File: config.mk
export PLATFORM = sky130hd
export DESIGN_NAME = trace_event_matcher
export DESIGN_NICKNAME = d
export VERILOG_FILES = /design/src/rtl/trc_match_pkg.sv /design/src/rtl/trc_match_cfg.sv /design/src/rtl/trc_match_unit.sv /design/src/rtl/trace_event_matcher.sv
export SDC_FILE = /design/constraint.sdc
export NUM_CORES = 2
export LEC_CHECK = 0
export ABC_AREA = 1
export CAP_MARGIN = 20
export CORE_ASPECT_RATIO = 1.1
export CORE_MARGIN = 4
export CORE_UTILIZATION = 35
export DETAILED_ROUTE_END_ITERATION = 6
export HOLD_SLACK_MARGIN = 0.15
export MAX_ROUTING_LAYER = met4
export PLACE_DENSITY_LB_ADDON = 0.3
export REMOVE_ABC_BUFFERS = 1
export SKIP_CTS_REPAIR_TIMING = 1
export SYNTH_ARGS = -nofsm -noshare
export SYNTH_HDL_FRONTEND = slang
export SYNTH_SLANG_ARGS = --single-unit
export TNS_END_PERCENT = 50
File: constraint.sdc
create_clock -name clk -period 2.5 [get_ports clk]
set_input_delay 0.75 -clock clk [delete_from_list [all_inputs] [get_ports clk]]
set_output_delay 0.75 -clock clk [all_outputs]
set_load 0.03 [all_outputs]
File: src/rtl/trc_match_pkg.sv
package trc_match_pkg;
    localparam int CMD_IW  = 6;
    localparam int CMD_N   = 1 << CMD_IW;
    localparam int SRC_N   = 20;
    localparam int SRC_IW  = 5;
    localparam int SRC_SPAN = 1 << SRC_IW;
    localparam int DST_N   = 32;
    localparam int DST_IW  = 5;
    localparam int DST_SPAN = 1 << DST_IW;
    localparam int ADDR_W  = 64;
    localparam int DATA_W  = 64;
    localparam int UNITS   = 3;
    localparam int CFG_AW  = 8;
    localparam int UNIT_LG = 6;                // 64-byte span per unit
    localparam int WORD_LG = 3;                // 8-byte registers
    localparam int UNIT_IW = CFG_AW - UNIT_LG;
    localparam int REG_IW  = UNIT_LG - WORD_LG;

    localparam logic [REG_IW-1:0] REG_CMD  = REG_IW'(0);
    localparam logic [REG_IW-1:0] REG_SRC  = REG_IW'(1);
    localparam logic [REG_IW-1:0] REG_DST  = REG_IW'(2);
    localparam logic [REG_IW-1:0] REG_ACMP = REG_IW'(3);
    localparam logic [REG_IW-1:0] REG_AMSK = REG_IW'(4);

    // Command type codes that can never be enabled
    localparam logic [CMD_N-1:0] CMD_RSVD =
        (CMD_N'(3) << 6) | (CMD_N'(5'h1f) << 10) | (CMD_N'(1) << 27) |
        (CMD_N'(3) << 56) | (CMD_N'(3) << 60);

    typedef struct packed {
        logic [CMD_N-1:0]  cmd;
        logic [SRC_N-1:0]  src;
        logic [DST_N-1:0]  dst;
        logic [ADDR_W-1:0] acmp;
        logic [ADDR_W-1:0] amsk;
    } unit_cfg_t;
endpackage

File: src/rtl/trc_match_cfg.sv
module trc_match_cfg
    import trc_match_pkg::*;
(
    input  logic                    clk,
    input  logic                    rst,
    input  logic                    we,
    input  logic [CFG_AW-1:0]       addr,
    input  logic [DATA_W-1:0]       wdata,
    output unit_cfg_t [UNITS-1:0]   cfg_o
);
    typedef struct packed {
        unit_cfg_t [UNITS-1:0] unit;
    } cfg_state_t;

    localparam logic [CFG_AW-1:0] T0_CMD_ADDR = CFG_AW'(1 << UNIT_LG);

    cfg_state_t         st_d, st_q;
    logic [UNIT_IW-1:0] sel_unit;
    logic [REG_IW-1:0]  sel_reg;
    logic               aligned;

    always_comb begin
        sel_unit = addr[CFG_AW-1:UNIT_LG];
        sel_reg  = addr[UNIT_LG-1:WORD_LG];
        aligned  = (addr[WORD_LG-1:0] == '0);
        st_d     = st_q;
        for (int i = 0; i < UNITS; i++) begin
            if (we && aligned && (sel_unit == UNIT_IW'(i))) begin
                case (sel_reg)
                    REG_CMD:  st_d.unit[i].cmd  = wdata[CMD_N-1:0] & ~CMD_RSVD;
                    REG_SRC:  st_d.unit[i].src  = wdata[SRC_N-1:0];
                    REG_DST:  st_d.unit[i].dst  = wdata[DST_N-1:0];
                    REG_ACMP: st_d.unit[i].acmp = wdata[ADDR_W-1:0];
                    REG_AMSK: st_d.unit[i].amsk = wdata[ADDR_W-1:0];
                    default:  ;
                endcase
            end
        end
    end

    always_ff @(posedge clk) begin
        if (rst) st_q <= '0;
        else     st_q <= st_d;
    end

    assign cfg_o = st_q.unit;

    AST_CMD_WRITE_MASKED: assert property (@(posedge clk) disable iff (rst)
        (we && addr == T0_CMD_ADDR) |=> (cfg_o[1].cmd == ($past(wdata[CMD_N-1:0]) & ~CMD_RSVD)));
    AST_STRAY_WRITE_IGNORED: assert property (@(posedge clk) disable iff (rst)
        (we && ((addr[WORD_LG-1:0] != '0) || (addr[CFG_AW-1:UNIT_LG] >= UNIT_IW'(UNITS))))
        |=> $stable(cfg_o));
endmodule

File: src/rtl/trc_match_unit.sv
module trc_match_unit
    import trc_match_pkg::*;
(
    input  logic              clk,
    input  logic              rst,
    input  unit_cfg_t         cfg_i,
    input  logic              ev_valid,
    input  logic [CMD_IW-1:0] ev_cmd,
    input  logic [SRC_IW-1:0] ev_src,
    input  logic [DST_IW-1:0] ev_dst,
    input  logic [ADDR_W-1:0] ev_addr,
    output logic              hit_o
);
    typedef struct packed {
        logic hit;
    } unit_state_t;

    unit_state_t         st_d, st_q;
    logic [SRC_SPAN-1:0] src_wide;
    logic [DST_SPAN-1:0] dst_wide;
    logic                cmd_ok, src_ok, dst_ok, addr_ok;

    always_comb begin
        src_wide = SRC_SPAN'(cfg_i.src);
        dst_wide = DST_SPAN'(cfg_i.dst);
        cmd_ok   = cfg_i.cmd[ev_cmd];
        src_ok   = src_wide[ev_src];
        dst_ok   = dst_wide[ev_dst];
        addr_ok  = (((ev_addr ^ cfg_i.acmp) & cfg_i.amsk) == '0);
        st_d     = st_q;
        st_d.hit = ev_valid && cmd_ok && src_ok && dst_ok && addr_ok;
    end

    always_ff @(posedge clk) begin
        if (rst) st_q <= '0;
        else     st_q <= st_d;
    end

    assign hit_o = st_q.hit;

    AST_HIT_NEEDS_VALID: assert property (@(posedge clk) disable iff (rst)
        hit_o |-> $past(ev_valid));
    AST_HIT_CMD_ENABLED: assert property (@(posedge clk) disable iff (rst)
        hit_o |-> ($past(cfg_i.cmd) >> $past(ev_cmd)) & CMD_N'(1)) ;
    AST_NO_RSVD_HIT: assert property (@(posedge clk) disable iff (rst)
        hit_o |-> !CMD_RSVD[$past(ev_cmd)]);
    AST_SRC_IN_RANGE: assert property (@(posedge clk) disable iff (rst)
        hit_o |-> ($past(ev_src) < SRC_IW'(SRC_N)));
    AST_ADDR_AGREES: assert property (@(posedge clk) disable iff (rst)
        hit_o |-> ((($past(ev_addr) ^ $past(cfg_i.acmp)) & $past(cfg_i.amsk)) == '0));
endmodule

File: src/rtl/trace_event_matcher.sv
module trace_event_matcher
    import trc_match_pkg::*;
(
    input  logic              clk,
    input  logic              rst,
    input  logic              cfg_we,
    input  logic [CFG_AW-1:0] cfg_addr,
    input  logic [DATA_W-1:0] cfg_wdata,
    input  logic              ev_valid,
    input  logic [CMD_IW-1:0] ev_cmd,
    input  logic [SRC_IW-1:0] ev_src,
    input  logic [DST_IW-1:0] ev_dst,
    input  logic [ADDR_W-1:0] ev_addr,
    output logic              capture_en,
    output logic [UNITS-2:0]  trig_hit
);
    unit_cfg_t [UNITS-1:0] cfg_w;
    logic [UNITS-1:0]      hits;

    trc_match_cfg u_cfg (
        .clk   (clk),
        .rst   (rst),
        .we    (cfg_we),
        .addr  (cfg_addr),
        .wdata (cfg_wdata),
        .cfg_o (cfg_w)
    );

    for (genvar g = 0; g < UNITS; g++) begin : g_unit
        trc_match_unit u_match (
            .clk      (clk),
            .rst      (rst),
            .cfg_i    (cfg_w[g]),
            .ev_valid (ev_valid),
            .ev_cmd   (ev_cmd),
            .ev_src   (ev_src),
            .ev_dst   (ev_dst),
            .ev_addr  (ev_addr),
            .hit_o    (hits[g])
        );
    end

    assign capture_en = hits[0];
    assign trig_hit   = hits[UNITS-1:1];

    AST_IDLE_QUIET: assert property (@(posedge clk) disable iff (rst)
        !ev_valid |=> (hits == '0));
endmodule

==> results.py <==
metrics = {
    "floorplan": {
        "core-area_sq_um": 86800,
        "ios": 159,
        "dieArea_sq_um": 92900,
        "die_h_um": 319,
        "start_util": 0.355,
        "die_x_um": 291,
        "rows": 113,
    },
    "clock_tree": {
        "cts_buffers": 76,
        "clock_sinks": 699,
        "cts_tree": "yes",
        "clk_pin_slew_ns": 0.06,
        "clkLatencyLatePin_ns": 0.63,
        "htreeDepth": 3,
        "root_buffer": "clkbuf_16",
        "cts_buffer_depth": 3,
    },
    "placement": {
        "dpl.hpwl_um": 68400,
        "place.port_buffers": 158,
        "place_congestion": 0.892,
        "dpl_cell_area_sq_um": 35600,
        "placedCellCount": 5929,
    },
    "logic_synthesis": {
        "syn_inst": 4611,
        "syn_area_sq_um": 30800,
        "ys_warn_count": 0,
        "ys_ff_latch": 699,
        "seq_area_frac_synth": 0.454,
        "syn_area_per_cell_sq_um": 6.68,
        "ys_types": 29,
    },
    "cells_and_area": {
        "area_delta_synth_final_pct": 23.6,
        "final_common_cell": "nor2_1",
        "stdcell_count": 6061,
        "finalNetCount": 5013,
        "drive_gt1_frac": 0.0965,
        "design_area_sq_um": 38100,
        "layout_common_cells": "nor2_1 (936), nand2_1 (798), o21ai_0 (748)",
        "nFillCells": 8949,
    },
    "timing": {
        "tns_ns": 0,
        "relSlewSlack": 0.574,
        "drv_slew": 0,
        "clock.fmax_mhz": 435,
        "min_period_ns": 2.30,
        "rsz0062_at_grt": "false",
        "final.period_utilization": 0.919,
        "hold_slack_ns": 0.448,
        "fin_worst_skew_ns": 0.0163,
        "hold_violations": 0,
        "setup_viol": 0,
        "worst_slew_pin_slew_ns": 0.637,
    },
    "detailed_routing": {
        "wire_per_inst_um": 16.7,
        "dr_total_vias": 29900,
        "ant_nets": 0,
        "first_iter_violations": 2246,
        "firstDrtPassIters": 5,
        "drcViolationCount": 0,
        "avgViaCountPerCell": 4.93,
        "totalWireLength_um": 101000,
    },
    "critical_path": {
        "critPathBufInv": 1,
        "cp.required_ns": 1.75,
        "path_class": "reg -> out",
        "cp-end-kind": "output port",
        "startpoint_type": "flop",
        "slowest_stage": "dfxtp_1",
        "crit_chain": "dlymetal6s2s_1",
        "cp_top_family": "flip-flops",
        "regToRegSetupSlack_ns": 0.79,
        "arrival_ns": 1.55,
        "crit_path_max_fanout": 1,
        "slowest_delay_ns": 0.56,
    },
    "grt": {
        "grt_pass1_wl_um": 158000,
        "antenna_found_initial": 2,
        "grt_pass1_vias": 28000,
        "grt_usage": 0.217,
        "grt_overflow": 0,
        "grt_max_degree": 131,
    },
    "power_and_ir_drop": {
        "vdd_drop_max_mv": 0.393,
        "p_leak_uw": 0.0160,
        "p_per_area_nw_per_um2": 632,
    },
    "min_path": {
        "hp-class": "reg -> reg",
    },
    "outcome": {
        "status": "complete, no violations",
    },
    "run": {
        "drv_cap": 0,
    },
}
tightest hold or removal path, cell delays in order (launching register included):
cell,delay [ns]
dfxtp_1,0.31
inv_1,0.04
a21oi_1,0.05
kinds of logic (layout without fill, tap and decap cells):
group           Yosys count  after routing  synth area share
simple gates           2093           2093             0.272
other cells               0              1                 0
compound gates         1108           1108             0.181
flops                   699            699             0.454
xor+xnor                  1              1          0.000284
buf+inv                 710           1009            0.0922
power by group:
part	total (uW)	switching [uW]	internal, uW
Combinational	1820	1080	732
Sequential	11200	13.0	11200
Clock	11100	4680	6410
sequential cells by signal, summed over array words and instances, names as in the netlist:
signal and flops:
u_cfg.cfg_o 696, g_unit.u_match.hit_o 3
cell type report:
| class | instances | area (sq um) | share of cell area |
|---|---|---|---|
| diodes | 1 | 2.50 | 0.0000657 |
| clock buffers | 109 | 2230 | 0.0585 |
| clock inverters | 22 | 196 | 0.00516 |
| inverters | 395 | 1500 | 0.0393 |
| multi-input cells | 3202 | 14000 | 0.368 |
| flip-flops and latches | 699 | 14000 | 0.367 |
| well taps | 1150 | 1440 | 0.0378 |
| repair buffers | 483 | 4720 | 0.124 |
worst paths after layout:
kind	cells after the start	from	to
hold / removal	2	u_cfg.cfg_o[232]	u_cfg.cfg_o[232]
setup reg to reg	12	u_cfg.cfg_o[315]	g_unit[1].u_match.hit_o
hold reg to reg	2	u_cfg.cfg_o[232]	u_cfg.cfg_o[232]
setup / recovery	1	g_unit[1].u_match.hit_o	trig_hit[0]
layer usage:
metal	GRT usage	vias up	part of all wire
li1	-	15200	-
met1	0.281	13700	0.46
met2	0.346	727	0.46
met3	0.0264	183	0.049
met4	0.0833	0	0.037
met5	-	-	0
Yosys cell counts:
cell | n | share of area
nand3_1 | 325 | 0.053
nor2_4 | 4 | 0.0015
xor2_1 | 1 | 0.00028
o21ai_0 | 748 | 0.12
o22ai_1 | 2 | 0.00041
nor2_1 | 937 | 0.11
nor2_2 | 5 | 0.0010
buf_6 | 8 | 0.0029
dfxtp_1 | 699 | 0.45
buf_1 | 18 | 0.0022
nand2_2 | 2 | 0.00041
a21oi_1 | 328 | 0.053
clkinv_1 | 6 | 0.00073
nor3_4 | 1 | 0.00053
nand3b_1 | 3 | 0.00073
nand3_4 | 1 | 0.00057
nor3_1 | 4 | 0.00065
inv_2 | 10 | 0.0012
nand4_1 | 9 | 0.0018
o211ai_1 | 14 | 0.0034
clkbuf_2 | 2 | 0.00032
buf_4 | 8 | 0.0019
nor3_2 | 2 | 0.00065
inv_1 | 379 | 0.046
buf_2 | 67 | 0.011
a31oi_1 | 2 | 0.00041
nand2_1 | 800 | 0.097
o21ai_1 | 14 | 0.0023
clkbuf_1 | 212 | 0.026
through the flow:
stage | util | setup WS, ns | total power [uW]
floorplan | - | -6.31 | 12100
global placement | 0.411 | -0.231 | 13200
detailed placement | 0.411 | -0.238 | 13200
CTS | 0.439 | -0.200 | 24300
global route | 0.439 | 0.191 | 24900
finish | 0.439 | 0.202 | 24100
Power figures use the tool's default switching activity.
